==> config.mk <==
export PLATFORM = sky130hd
export DESIGN_NAME = ost_gain_ramp
export DESIGN_NICKNAME = d
export VERILOG_FILES = /design/src/rtl/ost_pkg.sv /design/src/rtl/ost_round_sat.sv /design/src/rtl/ost_gain_front.sv /design/src/rtl/ost_ramp_seq.sv /design/src/rtl/ost_gain_back.sv /design/src/rtl/ost_gain_ramp.sv
export SDC_FILE = /design/constraint.sdc
export NUM_CORES = 2
export LEC_CHECK = 0
export BUFFER_PORTS_ARGS = -buffer_cell sky130_fd_sc_hd__buf_4
export CORE_UTILIZATION = 60
export CTS_BUF_LIST = sky130_fd_sc_hd__clkbuf_4 sky130_fd_sc_hd__clkbuf_8 sky130_fd_sc_hd__clkbuf_16
export CTS_CLUSTER_SIZE = 8
export DETAILED_ROUTE_END_ITERATION = 6
export GPL_ROUTABILITY_DRIVEN = 0
export PLACE_DENSITY = 0.76
export SLEW_MARGIN = 30
export SYNTH_ARGS = -nofsm -noshare
export SYNTH_HDL_FRONTEND = slang
export SYNTH_SLANG_ARGS = --single-unit
==> constraint.sdc <==
create_clock -name clk -period 13.47 [get_ports clk]
set_input_delay 0.6735 -clock clk [delete_from_list [all_inputs] [get_ports clk]]
set_output_delay 0.6735 -clock clk [all_outputs]
set_load 0.03 [all_outputs]
==> src/rtl/ost_pkg.sv <==
package ost_pkg;
  typedef enum logic [1:0] {
    SEQ_IDLE = 2'd0,
    SEQ_UP   = 2'd1,
    SEQ_DOWN = 2'd2
  } seq_state_e;
endpackage

==> src/rtl/ost_round_sat.sv <==
module ost_round_sat #(
  parameter int IW = 33,
  parameter int OW = 16,
  parameter int SH = 15
) (
  input  logic signed [IW-1:0] din,
  output logic signed [OW-1:0] dout
);
  localparam logic signed [IW-1:0] HALF = IW'(1) << (SH - 1);
  localparam logic signed [IW-1:0] MAXV = {{(IW-OW+1){1'b0}}, {(OW-1){1'b1}}};
  localparam logic signed [IW-1:0] MINV = {{(IW-OW+1){1'b1}}, {(OW-1){1'b0}}};

  logic signed [IW-1:0] sum;
  logic signed [IW-1:0] shifted;

  always_comb begin
    sum     = din + HALF;
    shifted = sum >>> SH;
    if (shifted > MAXV)      dout = MAXV[OW-1:0];
    else if (shifted < MINV) dout = MINV[OW-1:0];
    else                     dout = shifted[OW-1:0];
  end
endmodule

==> src/rtl/ost_gain_front.sv <==
module ost_gain_front #(
  parameter int DW = 16,
  parameter int FW = 16,
  parameter int RW = 14
) (
  input  logic                 clk,
  input  logic                 rst_n,
  input  logic                 in_valid,
  output logic                 in_ready,
  input  logic signed [DW-1:0] in_data,
  input  logic [1:0]           coarse_sel,
  input  logic [FW-1:0]        fine_gain,
  input  logic                 bypass,
  input  logic [RW-1:0]        ramp_word,
  input  logic                 s1_ready,
  output logic                 s1_valid,
  output logic signed [DW-1:0] s1_data,
  output logic [RW-1:0]        s1_word,
  output logic                 s1_bypass
);
  localparam int PW = DW + FW + 1;

  logic signed [DW-1:0] shifted;
  logic signed [PW-1:0] a_ext, b_ext, prod;
  logic signed [DW-1:0] fine_out;

  assign shifted = in_data >>> coarse_sel;
  assign a_ext   = {{(PW-DW){shifted[DW-1]}}, shifted};
  assign b_ext   = {{(PW-FW){1'b0}}, fine_gain};
  assign prod    = a_ext * b_ext;

  ost_round_sat #(.IW(PW), .OW(DW), .SH(FW-1)) u_rs (
    .din (prod),
    .dout(fine_out)
  );

  assign in_ready = !s1_valid || s1_ready;

  always_ff @(posedge clk) begin
    if (!rst_n) begin
      s1_valid  <= 1'b0;
      s1_data   <= '0;
      s1_word   <= '0;
      s1_bypass <= 1'b1;
    end else if (in_ready) begin
      s1_valid <= in_valid;
      if (in_valid) begin
        s1_data   <= fine_out;
        s1_word   <= ramp_word;
        s1_bypass <= bypass;
      end
    end
  end

  assert_s1_hold_R2: assert property (@(posedge clk) disable iff (!rst_n)
    (s1_valid && !s1_ready) |=> (s1_valid && $stable(s1_data) && $stable(s1_word)));
endmodule

==> src/rtl/ost_ramp_seq.sv <==
module ost_ramp_seq #(
  parameter int RW    = 14,
  parameter int DEPTH = 128,
  parameter int AW    = $clog2(DEPTH)
) (
  input  logic          clk,
  input  logic          rst_n,
  input  logic          we,
  input  logic [AW-1:0] waddr,
  input  logic [RW-1:0] wdata,
  input  logic          ramp_en,
  input  logic [AW-1:0] last_idx,
  input  logic          up_req,
  input  logic          down_req,
  input  logic          step,
  output logic [RW-1:0] word
);
  import ost_pkg::*;

  logic [RW-1:0] mem [DEPTH];
  seq_state_e    state_q;
  logic [AW-1:0] ptr_q;
  logic          hold_zero_q;
  logic [AW-1:0] rd_idx;

  always_ff @(posedge clk) begin
    if (!rst_n) begin
      for (int i = 0; i < DEPTH; i++) mem[i] <= '0;
    end else if (we) begin
      mem[waddr] <= wdata;
    end
  end

  always_comb begin
    if (state_q == SEQ_IDLE) rd_idx = hold_zero_q ? '0 : last_idx;
    else                     rd_idx = ptr_q;
  end
  assign word = mem[rd_idx];

  always_ff @(posedge clk) begin
    if (!rst_n) begin
      state_q     <= SEQ_IDLE;
      ptr_q       <= '0;
      hold_zero_q <= 1'b0;
    end else begin
      unique case (state_q)
        SEQ_IDLE: begin
          if (ramp_en && up_req) begin
            state_q <= SEQ_UP;
            ptr_q   <= '0;
          end else if (ramp_en && down_req) begin
            state_q <= SEQ_DOWN;
            ptr_q   <= last_idx;
          end
        end
        SEQ_UP: begin
          if (step) begin
            if (ptr_q >= last_idx) begin
              state_q     <= SEQ_IDLE;
              hold_zero_q <= 1'b0;
            end else begin
              ptr_q <= ptr_q + 1'b1;
            end
          end
        end
        SEQ_DOWN: begin
          if (step) begin
            if (ptr_q == '0) begin
              state_q     <= SEQ_IDLE;
              hold_zero_q <= 1'b1;
            end else begin
              ptr_q <= ptr_q - 1'b1;
            end
          end
        end
        default: state_q <= SEQ_IDLE;
      endcase
    end
  end

  assert_busy_strobe_ignored_R11: assert property (@(posedge clk) disable iff (!rst_n)
    (state_q != SEQ_IDLE && (up_req || down_req) && !step) |=> ($stable(state_q) && $stable(ptr_q)));

  assert_up_steps_R9: assert property (@(posedge clk) disable iff (!rst_n)
    (state_q == SEQ_UP && step && ptr_q < last_idx) |=> (state_q == SEQ_UP && ptr_q == AW'($past(ptr_q) + 1'b1)));

  assert_down_ends_at_zero_R10: assert property (@(posedge clk) disable iff (!rst_n)
    (state_q == SEQ_DOWN && step && ptr_q == '0) |=> (state_q == SEQ_IDLE && hold_zero_q));
endmodule

==> src/rtl/ost_gain_back.sv <==
module ost_gain_back #(
  parameter int DW = 16,
  parameter int RW = 14
) (
  input  logic                 clk,
  input  logic                 rst_n,
  input  logic                 s1_valid,
  output logic                 s1_ready,
  input  logic signed [DW-1:0] s1_data,
  input  logic [RW-1:0]        s1_word,
  input  logic                 s1_bypass,
  output logic                 out_valid,
  input  logic                 out_ready,
  output logic signed [DW-1:0] out_data
);
  localparam int PW = DW + RW + 1;

  logic signed [PW-1:0] a_ext, w_ext, prod;
  logic signed [DW-1:0] ramp_out;
  logic signed [DW-1:0] next_data;
  logic [DW:0]          mag_in, mag_out;

  assign a_ext = {{(PW-DW){s1_data[DW-1]}}, s1_data};
  assign w_ext = {{(PW-RW){1'b0}}, s1_word};
  assign prod  = a_ext * w_ext;

  ost_round_sat #(.IW(PW), .OW(DW), .SH(RW)) u_rs (
    .din (prod),
    .dout(ramp_out)
  );

  assign next_data = s1_bypass ? s1_data : ramp_out;
  assign s1_ready  = !out_valid || out_ready;

  always_ff @(posedge clk) begin
    if (!rst_n) begin
      out_valid <= 1'b0;
      out_data  <= '0;
    end else if (s1_ready) begin
      out_valid <= s1_valid;
      if (s1_valid) out_data <= next_data;
    end
  end

  assign mag_in  = s1_data[DW-1]  ? -{s1_data[DW-1], s1_data}   : {1'b0, s1_data};
  assign mag_out = out_data[DW-1] ? -{out_data[DW-1], out_data} : {1'b0, out_data};

  assert_out_hold_R2: assert property (@(posedge clk) disable iff (!rst_n)
    (out_valid && !out_ready) |=> (out_valid && $stable(out_data)));

  assert_bypass_unity_R6: assert property (@(posedge clk) disable iff (!rst_n)
    (s1_valid && s1_ready && s1_bypass) |=> (out_data == $past(s1_data)));

  assert_ramp_never_gains_R7: assert property (@(posedge clk) disable iff (!rst_n)
    (s1_valid && s1_ready && !s1_bypass) |=> (mag_out <= $past(mag_in)));
endmodule

==> src/rtl/ost_gain_ramp.sv <==
module ost_gain_ramp #(
  parameter int DW    = 16,
  parameter int FW    = 16,
  parameter int RW    = 14,
  parameter int DEPTH = 128,
  parameter int AW    = $clog2(DEPTH)
) (
  input  logic                 clk,
  input  logic                 rst_n,
  input  logic                 in_valid,
  output logic                 in_ready,
  input  logic signed [DW-1:0] in_data,
  output logic                 out_valid,
  input  logic                 out_ready,
  output logic signed [DW-1:0] out_data,
  input  logic [1:0]           coarse_sel,
  input  logic [FW-1:0]        fine_gain,
  input  logic                 ramp_en,
  input  logic [AW-1:0]        ramp_last,
  input  logic                 ramp_up,
  input  logic                 ramp_down,
  input  logic                 rmem_we,
  input  logic [AW-1:0]        rmem_addr,
  input  logic [RW-1:0]        rmem_wdata
);
  logic                 in_fire;
  logic [RW-1:0]        ramp_word;
  logic                 s1_valid, s1_ready, s1_bypass;
  logic signed [DW-1:0] s1_data;
  logic [RW-1:0]        s1_word;

  assign in_fire = in_valid && in_ready;

  ost_ramp_seq #(.RW(RW), .DEPTH(DEPTH), .AW(AW)) u_seq (
    .clk     (clk),
    .rst_n   (rst_n),
    .we      (rmem_we),
    .waddr   (rmem_addr),
    .wdata   (rmem_wdata),
    .ramp_en (ramp_en),
    .last_idx(ramp_last),
    .up_req  (ramp_up),
    .down_req(ramp_down),
    .step    (in_fire),
    .word    (ramp_word)
  );

  ost_gain_front #(.DW(DW), .FW(FW), .RW(RW)) u_front (
    .clk       (clk),
    .rst_n     (rst_n),
    .in_valid  (in_valid),
    .in_ready  (in_ready),
    .in_data   (in_data),
    .coarse_sel(coarse_sel),
    .fine_gain (fine_gain),
    .bypass    (!ramp_en),
    .ramp_word (ramp_word),
    .s1_ready  (s1_ready),
    .s1_valid  (s1_valid),
    .s1_data   (s1_data),
    .s1_word   (s1_word),
    .s1_bypass (s1_bypass)
  );

  ost_gain_back #(.DW(DW), .RW(RW)) u_back (
    .clk      (clk),
    .rst_n    (rst_n),
    .s1_valid (s1_valid),
    .s1_ready (s1_ready),
    .s1_data  (s1_data),
    .s1_word  (s1_word),
    .s1_bypass(s1_bypass),
    .out_valid(out_valid),
    .out_ready(out_ready),
    .out_data (out_data)
  );

  assert_reset_idle_R1: assert property (@(posedge clk)
    (!rst_n) |=> (!out_valid && in_ready));
endmodule

==> reports/qor.yml <==
detailed_routing:
  routedWlPerCell_um: 26.0
  post-route-drc-count: 0
  vias: 63200
  ant_nets: 0
  via_per_inst: 6.30
  drtPass1Iterations: 6
  drtIter0Drc: 7673
  drt_wl_total_mm: 261
sta:
  rsz0062_at_grt: "false"
  slew_violations: 0
  report.final.hold_viol_count: 0
  period_share: 0.569
  finalSetupTns_ns: 0
  tightest_slew_ns: 1.04
  slew_headroom: 0.306
  skew_ns: 0.0710
  hold_slack_ns: 0.116
  min_period_ns: 7.67
  setup_viol: 0
  max_freq_mhz: 130
layout:
  antennaDiodeCount: 0
  final_layout_size_suffix_gt1_frac: 0.143
  final_nets: 8488
  area_growth_pct: 9.78
  design_area_mm2: 0.113
  stdcell_count: 10000
yosys:
  synthFlopType: "edfxtp_1"
  avgSynthCellArea_um2: 13.0
  synth_fp_nets: 8612
  synthesis.area_mm2: 0.103
  synth.distinct_cells: 68
  ys_top_cells_by_count: "and2_1 (2,111), edfxtp_1 (1,792), clkbuf_1 (590)"
  synth_top_area_frac: 0.523
  synth_area_leaders: "edfxtp_1 (52%), and2_1 (13%), mux4_2 (9.9%)"
  synth-edff-count: 1792
  async_flop_share: 0
  ys_warn_count: 0
  ys_ff_latch: 1851
  yosys.area.top_type: "edfxtp_1"
  seq_area_frac_synth: 0.534
  synthCells: 7901
  yosysMostFrequentCell: "and2_1"
global_route:
  grt_first_pass_wirelength_mm: 395
  grt_pass1_vias: 65100
  gr-usage-all-layers: 0.303
  grt_use_met2: 0.485
  busiest_layer: "met2"
  grtUsageMet3: 0.0579
  grt_start_max_net_pins: 133
  met1_usage: 0.410
  overflow: 0
  grt_antenna_before_repair: 3
die:
  die_w_um: 416
  die_area_mm2: 0.173
  start_util: 0.606
  die_y_um: 416
  fp-row-count: 151
  io_pins: 88
  core_area_mm2: 0.170
clocking:
  h-tree-depth: 5
  cts-hold-fix-buffers: 1
  worstSkewPairLatency_ns: 0.91
  clockRootBuffer: "clkbuf_16"
  clock-sinks: 1851
  clk_pin_slew_ns: 0.05
  clock_path_buffers: 4
  cts_resized: 0
  tritoncts: "built"
  post-cts-setup-buffers: 0
  numCtsBuffers: 282
worst_setup_path:
  cp-end-kind: "flop"
  arrival_ns: 8.38
  required_ns: 14.18
  worstPathMaxFanout: 16
  crit_type: "flop to flop"
  start_kind: "flop"
  cpMostUsedCell: "fa_1"
  slowest_delay_ns: 0.93
  path_cells: "nand2_1 -> fa_1 -> fa_1 -> inv_1 -> fa_1 -> fa_1 -> fa_1 -> inv_1 -> fa_1 -> inv_1 -> ha_1 -> a21o_1 -> a21o_1 -> nand3_1 -> a32oi_1 -> or2_2 -> a311oi_2 -> nor2_1 -> nor3_1 -> a221oi_1"
  slowest_stage: "dfxtp_1"
place:
  post_dp_cell_area_mm2: 0.105
  place_hpwl_mm: 160
  port_buffers: 87
  dp_cells: 9710
run_status:
  status: "finished, final reports clean"
pwr:
  ir_drop_v: 0.000437
  p_leak_nw: 42.9
  powerDensity_mw_per_mm2: 214
job:
  drv_cap: 0
hold_path:
  hold_class: "input pin to flop"
==> registers in the layout (all words and copies together) (netlist names) <==
signal,flops
u_back.out_valid,1
u_back.out_data,16
u_seq.ptr_q,7
u_front.s1_word,14
u_seq.state_q,2
u_seq.hold_zero_q,1
u_front.s1_data,16
u_seq.mem,1792
u_front.s1_bypass,1
u_front.s1_valid,1
==> per-layer routing <==
metal / share of wire / up-vias
met5: 0.000050 / -
met4: 0.041 / 2
met3: 0.10 / 675
met2: 0.48 / 3527
met1: 0.38 / 31900
li1: - / 27100
==> worst max-delay path: cells and delay by family (launching register included) <==
family	cells	cell delay, ns
flops	1	0.93
buf+inv	3	0.49
compound gates	5	1.06
fa+ha+maj	7	3.56
simple gates	5	1.45
==> logic make-up (layout without fill, tap and decap cells) <==
logic type,count (synthesis),after routing,share of synthesized area
flops,1851,1851,0.534
fa+ha+maj,641,641,0.108
mux,474,474,0.101
simple gates,3037,3037,0.165
xor+xnor,48,48,0.00409
buf+inv,1206,1124,0.0449
compound gates,644,644,0.0422
==> metrics by stage <==
| step | worst slack [ns] | utilization | power, mW |
|---|---|---|---|
| finish | 5.80 | 0.665 | 24.2 |
| floorplan | 5.68 | - | 14.9 |
| global placement | 5.26 | 0.620 | 17.7 |
| CTS | 5.90 | 0.665 | 24.1 |
| global route | 5.42 | 0.665 | 25.5 |
| detailed placement | 5.36 | 0.620 | 17.9 |
==> worst paths after layout <==
| path | start | end | slack [ns] | cells after the start |
|---|---|---|---|---|
| max reg2reg | u_front.s1_word[0] | u_back.out_data[10] | 5.80 | 20 |
| max | u_front.s1_word[0] | u_back.out_data[10] | 5.80 | 20 |
| min | ramp_en | u_front.s1_bypass | 0.12 | 2 |
| min reg2reg | u_back.out_data[15] | u_back.out_data[15] | 0.46 | 2 |
==> report_power, final <==
| part | switching, mW | total, mW | internal (mW) |
|---|---|---|---|
| Combinational | 6.58 | 10.9 | 4.37 |
| Clock | 2.36 | 6.22 | 3.86 |
| Sequential | 0.374 | 7.03 | 6.66 |
==> final cells by class <==
cell class	count	area (um2)
Clock buffer	320	7480
Clock inverter	6	87.6
Fill cell	11700	56900
Inverter	537	2020
Multi-Input combinational cell	4844	43600
Sequential cell	1851	55000
Tap cell	2218	2780
Timing Repair Buffer	261	2060
==> placed cells by master, fill, tap and decap left out, types with 59 or more instances in the layout <==
cell type and instances:
nor2_1 161, a21oi_1 85, dfxtp_1 59, nand3_1 68, a211oi_1 133, nand2_1 578, mux4_2 454, buf_4 248
edfxtp_1 1792, ha_1 227, inv_1 536, fa_1 413, clkbuf_16 289, o21ai_1 118, and2_1 2111
Power figures use the tool's default switching activity.
